[src/rtl/srg_pkg.sv]
// Shared defaults for the serial rate generator.
// Assumes: both configuration fields are plain unsigned binary values.
package srg_pkg;
    parameter int SRG_PRESC_W = 8;
    parameter int SRG_RATE_W  = 8;
endpackage

[src/rtl/srg_cfg_hold.sv]
// Configuration holder. It cleans up the prescale setting: bit 0 is dropped
// and a result below 2 is raised to 2. It then stores the half prescale and
// the rate. New values are loaded only when 'load' is high, which happens
// while idle or at the end of a serial period.
// Assumes: the load request is generated in the cycle the period ends.
module srg_cfg_hold #(
    parameter int PW = srg_pkg::SRG_PRESC_W,
    parameter int RW = srg_pkg::SRG_RATE_W,
    localparam int HW = PW - 1
) (
    input  logic          clk,
    input  logic          rst_n,
    input  logic          load,
    input  logic [PW-1:0] presc_in,
    input  logic [RW-1:0] rate_in,
    output logic [HW-1:0] half_q,
    output logic [RW-1:0] rate_q
);
    logic [HW-1:0] half_d;

    // Half of the even prescale; a setting of 0 or 1 becomes a half of 1.
    always_comb begin
        half_d = presc_in[PW-1:1];
        if (half_d == '0) half_d = HW'(1);
    end

    // Keep the active settings; replace them only when a load is requested.
    always_ff @(posedge clk) begin
        if (!rst_n) begin
            half_q <= HW'(1);
            rate_q <= '0;
        end else if (load) begin
            half_q <= half_d;
            rate_q <= rate_in;
        end
    end

    // the stored half prescale is never zero.
    always_ff @(posedge clk) begin
        if (rst_n) assert_half_nonzero_R5: assert (half_q != '0);
    end
endmodule

[src/rtl/srg_prescaler.sv]
// First divide stage. It issues a one-cycle tick once every 'half'
// system cycles while enabled. The count is held at zero while disabled.
// Assumes: half is at least 1.
module srg_prescaler #(
    parameter int HW = srg_pkg::SRG_PRESC_W - 1
) (
    input  logic          clk,
    input  logic          rst_n,
    input  logic          en,
    input  logic [HW-1:0] half,
    output logic          tick
);
    logic [HW-1:0] cnt_q;

    // A tick fires on the last count of each half-prescale window.
    always_comb tick = en && (cnt_q == half - HW'(1));

    // Step the count, wrapping after a tick and clearing while idle.
    always_ff @(posedge clk) begin
        if (!rst_n || !en || tick) cnt_q <= '0;
        else                       cnt_q <= cnt_q + HW'(1);
    end

    // the count restarts at zero after every tick.
    assert_tick_wrap_R3: assert property (@(posedge clk) disable iff (!rst_n)
        tick |=> cnt_q == '0);
endmodule

[src/rtl/srg_rate_stage.sv]
// Second divide stage. It counts 1 + rate prescaler ticks for each half
// period, then toggles the serial clock. In the same cycle it raises the
// rising or the falling strobe. While disabled, everything is held low.
// Assumes: ticks arrive only while enabled.
module srg_rate_stage #(
    parameter int RW = srg_pkg::SRG_RATE_W
) (
    input  logic          clk,
    input  logic          rst_n,
    input  logic          en,
    input  logic          tick,
    input  logic [RW-1:0] rate,
    output logic          end_of_period,
    output logic          sclk_q,
    output logic          rise_q,
    output logic          fall_q
);
    logic [RW-1:0] rcnt_q;
    logic          toggle;

    // A half period is complete when the last of the 1 + rate ticks arrives.
    always_comb begin
        toggle        = tick && (rcnt_q == rate);
        end_of_period = toggle && sclk_q;
    end

    // Count ticks within the current half period.
    always_ff @(posedge clk) begin
        if (!rst_n || !en || toggle) rcnt_q <= '0;
        else if (tick)               rcnt_q <= rcnt_q + RW'(1);
    end

    // Drive the serial clock and its one-cycle level-change strobes.
    always_ff @(posedge clk) begin
        if (!rst_n || !en) begin
            sclk_q <= 1'b0;
            rise_q <= 1'b0;
            fall_q <= 1'b0;
        end else begin
            rise_q <= toggle && !sclk_q;
            fall_q <= toggle && sclk_q;
            if (toggle) sclk_q <= !sclk_q;
        end
    end

    // the two strobes are never high together.
    assert_strobe_excl_R8: assert property (@(posedge clk) disable iff (!rst_n)
        !(rise_q && fall_q));
    // a rising strobe coincides with a low-to-high change of sclk.
    assert_rise_edge_R8: assert property (@(posedge clk) disable iff (!rst_n)
        rise_q |-> (sclk_q && !$past(sclk_q)));
    // a falling strobe coincides with a high-to-low change of sclk.
    assert_fall_edge_R8: assert property (@(posedge clk) disable iff (!rst_n)
        fall_q |-> (!sclk_q && $past(sclk_q)));
    // one cycle after enable is low, the outputs are idle.
    assert_idle_R2: assert property (@(posedge clk) disable iff (!rst_n)
        !$past(en) |-> (!sclk_q && !rise_q && !fall_q));
endmodule

[src/rtl/serial_rate_gen.sv]
// Top level of the two-stage serial bit rate generator.
// Output frequency = clk / (P * (1 + rate)), where P is the even prescale.
// Each half of the serial clock lasts (P/2) * (1 + rate) cycles.
// Assumes: presc and rate are quasi-static and may change at any time;
// a change is taken up only while idle or at the end of a period.
module serial_rate_gen #(
    parameter int PW = srg_pkg::SRG_PRESC_W,
    parameter int RW = srg_pkg::SRG_RATE_W,
    localparam int HW = PW - 1
) (
    input  logic          clk,
    input  logic          rst_n,
    input  logic          en,
    input  logic [PW-1:0] presc,
    input  logic [RW-1:0] rate,
    output logic          sclk,
    output logic          rise_stb,
    output logic          fall_stb
);
    logic [HW-1:0] half_q;
    logic [RW-1:0] rate_q;
    logic          tick;
    logic          end_of_period;
    logic          cfg_load;

    // Load new settings while idle or when a period finishes.
    always_comb cfg_load = !en || end_of_period;

    srg_cfg_hold #(.PW(PW), .RW(RW)) u_cfg (
        .clk(clk), .rst_n(rst_n), .load(cfg_load),
        .presc_in(presc), .rate_in(rate),
        .half_q(half_q), .rate_q(rate_q)
    );

    srg_prescaler #(.HW(HW)) u_pre (
        .clk(clk), .rst_n(rst_n), .en(en), .half(half_q), .tick(tick)
    );

    srg_rate_stage #(.RW(RW)) u_rate (
        .clk(clk), .rst_n(rst_n), .en(en), .tick(tick), .rate(rate_q),
        .end_of_period(end_of_period),
        .sclk_q(sclk), .rise_q(rise_stb), .fall_q(fall_stb)
    );

    // while running, the active settings change only at a falling strobe.
    assert_cfg_hold_R9: assert property (@(posedge clk) disable iff (!rst_n)
        ($past(en) && !fall_stb) |-> ($stable(half_q) && $stable(rate_q)));
endmodule

[config.mk]
export PLATFORM = sky130hd
export DESIGN_NAME = serial_rate_gen
export DESIGN_NICKNAME = d
export VERILOG_FILES = /design/src/rtl/srg_pkg.sv /design/src/rtl/srg_cfg_hold.sv /design/src/rtl/srg_prescaler.sv /design/src/rtl/srg_rate_stage.sv /design/src/rtl/serial_rate_gen.sv
export SDC_FILE = /design/constraint.sdc
export NUM_CORES = 1
export LEC_CHECK = 0
export BUFFER_PORTS_ARGS = -buffer_cell sky130_fd_sc_hd__buf_2
export CAP_MARGIN = 0
export CORE_MARGIN = 2
export CORE_UTILIZATION = 51
export CTS_CLUSTER_SIZE = 24
export DETAILED_ROUTE_END_ITERATION = 10
export MAX_ROUTING_LAYER = met4
export PLACE_DENSITY_LB_ADDON = 0.12
export SYNTH_ARGS = -nofsm -noshare
export SYNTH_HDL_FRONTEND = slang
export SYNTH_SLANG_ARGS = --single-unit
[constraint.sdc]
create_clock -name clk -period 2.4 [get_ports clk]
set_input_delay 0.12 -clock clk [delete_from_list [all_inputs] [get_ports clk]]
set_output_delay 0.12 -clock clk [all_outputs]
set_load 0.02 [all_outputs]
**After elaboration in Yosys (flattened, before gate mapping)**

Cells that the tools add are included.

- Multiplexer cells: 1
- Add/subtract/negate cells: 3
- Reduce and logical (&&, ||, !) cells: 12
- Eq/ne operators: 2

Operator list:

| kind | count |
|---|---|
| $add A8 B1 Y8 const B | 1 |
| $eq A8 B8 Y1 | 1 |
| $add A7 B1 Y7 const B | 1 |
| $eq A7 B7 Y1 | 1 |
| $logic_not A7 Y1 | 1 |
| $mux W7 | 1 |
| $sub A7 B1 Y7 const B | 1 |
| $logic_and A1 B1 Y1 | 4 |
| $logic_or A1 B1 Y1 | 4 |
| $logic_not A1 Y1 | 3 |

- Logic and storage cells: 25
- Input port bits: 19
- Bits in registers: 33
- Output and inout bits: 3

**Logic depth before layout (Yosys ltp)**

- Depth after elaboration: 6
- Depth in mapped cells: 9
- Depth with buffers taken out: 7

**Modules after synthesis**

A second synthesis with hierarchy kept.

- Cell total of the unflattened synthesis: 172
- Area total of the unflattened synthesis: 1715.4 sq um

Modules (own cells, without submodules):

| module | area each (sq um) | instances | cells each | seq. area each (sq um) |
|---|---|---|---|---|
| srg_cfg_hold | 593.1 | 1 | 52 | 300.3 |
| srg_rate_stage | 585.6 | 1 | 59 | 220.2 |
| srg_prescaler | 530.5 | 1 | 60 | 140.1 |
| serial_rate_gen | 6.3 | 1 | 1 | 0.0 |

**Worst setup path after synthesis**

Ideal clock, no wire load.

- Path type: reg-to-reg
- Start: register u_cfg.half_q[0]
- End: register u_cfg.half_q[0]
- Arrival time: 2197 ps
- Data required time: 2277 ps
- Slack: 79 ps
- Stages on the path, launching flop included: 10
- Clock period less this slack: 2321 ps
- Path buffers: 2
- Library setup time: 123 ps
- Cells stage by stage: dfxtp_1 > inv_1 > ha_1 > xnor2_1 > xnor2_1 > or4_4 > o41a_1 > buf_6 > buf_6 > mux2i_1

- Cells in the longest elaborated chain, start to end: 6

RTL lines:

| element | RTL line | text |
|---|---|---|
| start, declared | srg_cfg_hold.sv:16 | `output logic [HW-1:0] half_q,` |
| start signal, assigned | srg_cfg_hold.sv:33 | `half_q <= half_d;` |
| $sub A7 B1 Y7 | srg_prescaler.sv:16 | `always_comb tick = en && (cnt_q == half - HW'(1));` |
| $eq A7 B7 Y1 | srg_prescaler.sv:16 |  |
| $logic_and A1 B1 Y1 | srg_prescaler.sv:16 |  |
| $logic_and A1 B1 Y1 | srg_rate_stage.sv:23 | `toggle = tick && (rcnt_q == rate);` |
| $logic_and A1 B1 Y1 | srg_rate_stage.sv:24 | `end_of_period = toggle && sclk_q;` |
| $logic_or A1 B1 Y1 | serial_rate_gen.sv:27 | `always_comb cfg_load = !en \|\| end_of_period;` |

No other way between the ends.
A chain may end at the register's enable or synchronous reset.

**Worst setup path after layout**

- Start: register u_cfg.half_q[0]
- End: register u_rate.rcnt_q[7]

- Cells in the longest elaborated chain, start to end: 5

RTL lines:

| element | RTL line | text |
|---|---|---|
| $sub A7 B1 Y7 * | srg_prescaler.sv:16 |  |
| $eq A7 B7 Y1 * | srg_prescaler.sv:16 |  |
| $logic_and A1 B1 Y1 * | srg_prescaler.sv:16 |  |
| $logic_and A1 B1 Y1 | srg_rate_stage.sv:23 |  |
| $logic_or A1 B1 Y1 | srg_rate_stage.sv:29 | `if (!rst_n \|\| !en \|\| toggle) rcnt_q <= '0;` |
| end signal, assigned | srg_rate_stage.sv:30 | `else if (tick) rcnt_q <= rcnt_q + RW'(1);` |
| end, declared | srg_rate_stage.sv:18 | `logic [RW-1:0] rcnt_q;` |

Every way passes the cells marked *; elsewhere a longest branch is shown, timed or not.

==> results by group <==
Logic synthesis
  • Xor and xnor area share after synthesis: 12.0%
  • Synth area leader: dfxtp_1
  • Syn nets: 211
  • Top post-synthesis cells by area: dfxtp_1 (39%), mux2i_1 (8.9%), nand2_1 (7.4%)
  • Simple-gate portion of the synthesized area: 24.9%
  • #FFs+latches synth: 33
  • Post-synth ARST share: 0%
  • Area share of fa/ha/maj cells after synthesis: 2.23%
  • Compound-gate portion of the synthesized area: 8.41%
  • Syn avg cell area: 8.89 um2
  • Synth top area share: 39.3%
  • Post-synthesis mux area share: 8.94%
  • Mapped cell area: 1680 um2
  • Synthesized instance count: 189
  • Top FF cell, synth: dfxtp_1
  • YS warnings: 0
  • Register area share after synthesis: 39.3%
  • Largest family of logic cells by synthesized area: simple AND/OR/NAND/NOR gates
  • Post-synth EDFFs: 0
  • Synth unique cells: 30

CTS
  • CTS tree: yes
  • Post-CTS Setup Bufs: 0
  • Sink Count: 33
  • Clk buf depth: 2
  • H-tree depth: 2
  • CTS buffer count: 5
  • Root Buffer: clkbuf_4
  • Worst skew pair latency: 0.33 ns
  • Clk slew on worst S/H paths: 0.09 ns

Placement
  • Routability cong.: 0.950
  • Post-DP HPWL: 2320 um
  • IO Port Bufs: 20

Timing
  • Pins Over Slew Limit: 0
  • F_max: 444 MHz
  • RSZ-0062 raised after global routing: false
  • Worst-case clock skew: 0.00439 ns
  • Final Cycle Share: 93.8%
  • Final Setup Violations: 0
  • Smallest hold slack: 0.0178 ns
  • Final hold violation count: 0
  • Crit path time final: 2.25 ns
  • Setup TNS: 0 ns
  • Worst Tran Pin Value: 0.470 ns
  • Rel. slew slack: 68.7%

Global routing
  • Remaining Overflow, GRT: 0
  • Tot GR Track Use: 19.6%
  • First-pass GRT wire length: 5310 um
  • Number of global-route vias before repair: 1,229
  • Pin count of the biggest net entering global routing: 32
  • Initial antenna violation count: 0

Finish
  • Number of fillers in the final layout: 286
  • Register area: 661 um2
  • Multi-input logic area: 962 um2
  • Final Net Count: 236
  • Synth-to-Final Area Change: 14.4%
  • Ratio of cells with drive above 1 in the final layout: 18.6%
  • # diodes: 0
  • Util after Layout: 61.9%

Die
  • Core ar.: 3100 um2
  • Starting Density: 54.2%
  • Die Wd: 61.4 um
  • Row count: 20
  • Full die area: 3770 um2
  • I/O pin count: 22
  • Die height: 61.4 um

Power
  • Maximum vdd ir drop: 0.267 mV
  • Pleak: 0.794 nW
  • Overall power: 0.00105 W
  • PD cells: 547 nW/um2

Min path
  • Class of the worst hold path: in2reg
  • Hold Crit Start: rate[2]
  • Worst hold path depth: 3
  • Hold Path End: u_cfg.rate_q[2]

Critical path
  • Crit. End Element: flip-flop
  • Worst path arrival time: 2.52 ns
  • WP data required: 2.67 ns
  • Worst reg2reg path depth: 8
  • Startpoint types: flip-flop
  • R2r startpoint: u_cfg.half_q[0]
  • R2R Path End: u_rate.rcnt_q[7]
  • CP bufs+invs: 2
  • CP max stage delay: 0.53 ns
  • CP Cell Sequence: inv_1 > ha_2 > xnor2_2 > xnor2_1 > or4_4 > buf_8 > or4_1 > a21oi_2
  • Type of the worst setup path: reg2reg
  • Critical path's top delay family: simple AND/OR/NAND/NOR gates
  • Slowest CP cell: or4_1
  • R2r setup slk: 0.15 ns
  • Worst Path Max Fanout: 20

Route
  • Pre-antenna DRT Iters: 4
  • DRC: 0
  • Met3 WL: 132 um
  • Routed length per instance: 12.4 um
  • Routed vias: 1,406
  • Routed wire length: 3200 um
  • Met1 wire length: 1650 um
  • First DRT Iteration DRCs: 48
  • Max Used Layer: met4
  • Vias/cell: 5.43
  • Routed wl met2: 1380 um
  • Remaining antenna violation count: 0

Run
  • Maxcap violations: 0

Status
  • Status: completed
layout make-up:
cell class	count	share of cell area, %
clock buffer	8	2.54
sequential	33	34.4
inverter	6	1.17
timing repair buffer	27	8.98
multi-input combinational	141	50.1
tap	44	2.86
worst min-delay path: cells and delay by family:
family | cells | cell delay, ns
simple gates | 1 | 0.04
mux | 1 | 0.05
buf+inv | 1 | 0.09
Yosys cell counts (all sizes together) (3+ instances only):
master and n:
dfxtp 33, nand2 33, mux2i 15, xor2 13
a21oi 11, xnor2 10, nor3 9, or4 9
o31ai 8, clkbuf 7, inv 6, nand3 6
and3 3, ha 3, nor2 3, nor3b 3
routing by layer:
metal,vias up,GRT usage [%]
li1,711,-
met1,664,25.2
met2,25,29.3
met3,6,5.67
met4,0,6.99
met5,-,-
registers in the layout, indices dropped and copies added (netlist names):
signal         count
u_cfg.half_q       7
u_cfg.rate_q       8
u_pre.cnt_q        7
u_rate.fall_q      1
u_rate.rcnt_q      8
u_rate.rise_q      1
u_rate.sclk_q      1
logic make-up after synthesis:
| group | count (synthesis) |
|---|---|
| AO/OA/AOI/OAI | 22 |
| AND/OR/NAND/NOR | 78 |
| flip-flops | 33 |
| multiplexers | 15 |
| XOR/XNOR | 23 |
| buffers and inverters | 15 |
| adder cells (fa/ha/maj) | 3 |
cell usage in the layout (no fill, tap or decap), drive strengths merged, types with 8 or more instances in the layout:
master / instances
a21oi: 11
xnor2: 10
o31ai: 8
nor3: 9
dfxtp: 33
buf: 27
mux2i: 15
clkbuf: 8
xor2: 13
nand2: 33
or4: 9
timing repair:
| item | in CTS | in global routing |
|---|---|---|
| hold buffers | 0 | 0 |
| endpoints found under the setup margin | 0 | 8 |
| resized for setup | 0 | 5 |
| hold endpoints to repair | 0 | 0 |
metrics by stage:
stage               cell area, um2  std cells  worst slack (ns)
floorplan                     1680        189            0.0794
global placement              1850        251             0.164
detailed placement            1850        251            0.0943
CTS                           1900        259            0.0729
global route                  1920        259            0.0261
finish                        1920        259             0.148
power breakdown:
part | switching [W] | internal [W]
sequential | 0.0000167 | 0.000566
clock | 0.000176 | 0.000117
combinational | 0.0000963 | 0.0000794
total | 0.000289 | 0.000762
worst max path at each step:
stage / from / endpoint / slack [ns] / cells after the start
finish: u_cfg.half_q[0] / u_rate.rcnt_q[7] / 0.15 / 8
global route: u_cfg.half_q[0] / u_rate.rcnt_q[7] / 0.03 / 8
CTS: u_cfg.half_q[0] / u_rate.sclk_q / 0.07 / 8
detailed placement: u_cfg.half_q[0] / u_rate.sclk_q / 0.09 / 8
global placement: u_cfg.half_q[0] / u_rate.sclk_q / 0.16 / 8
floorplan: u_cfg.half_q[0] / u_cfg.half_q[0] / 0.08 / 9
No activity file was read; power rests on OpenSTA's default activity.
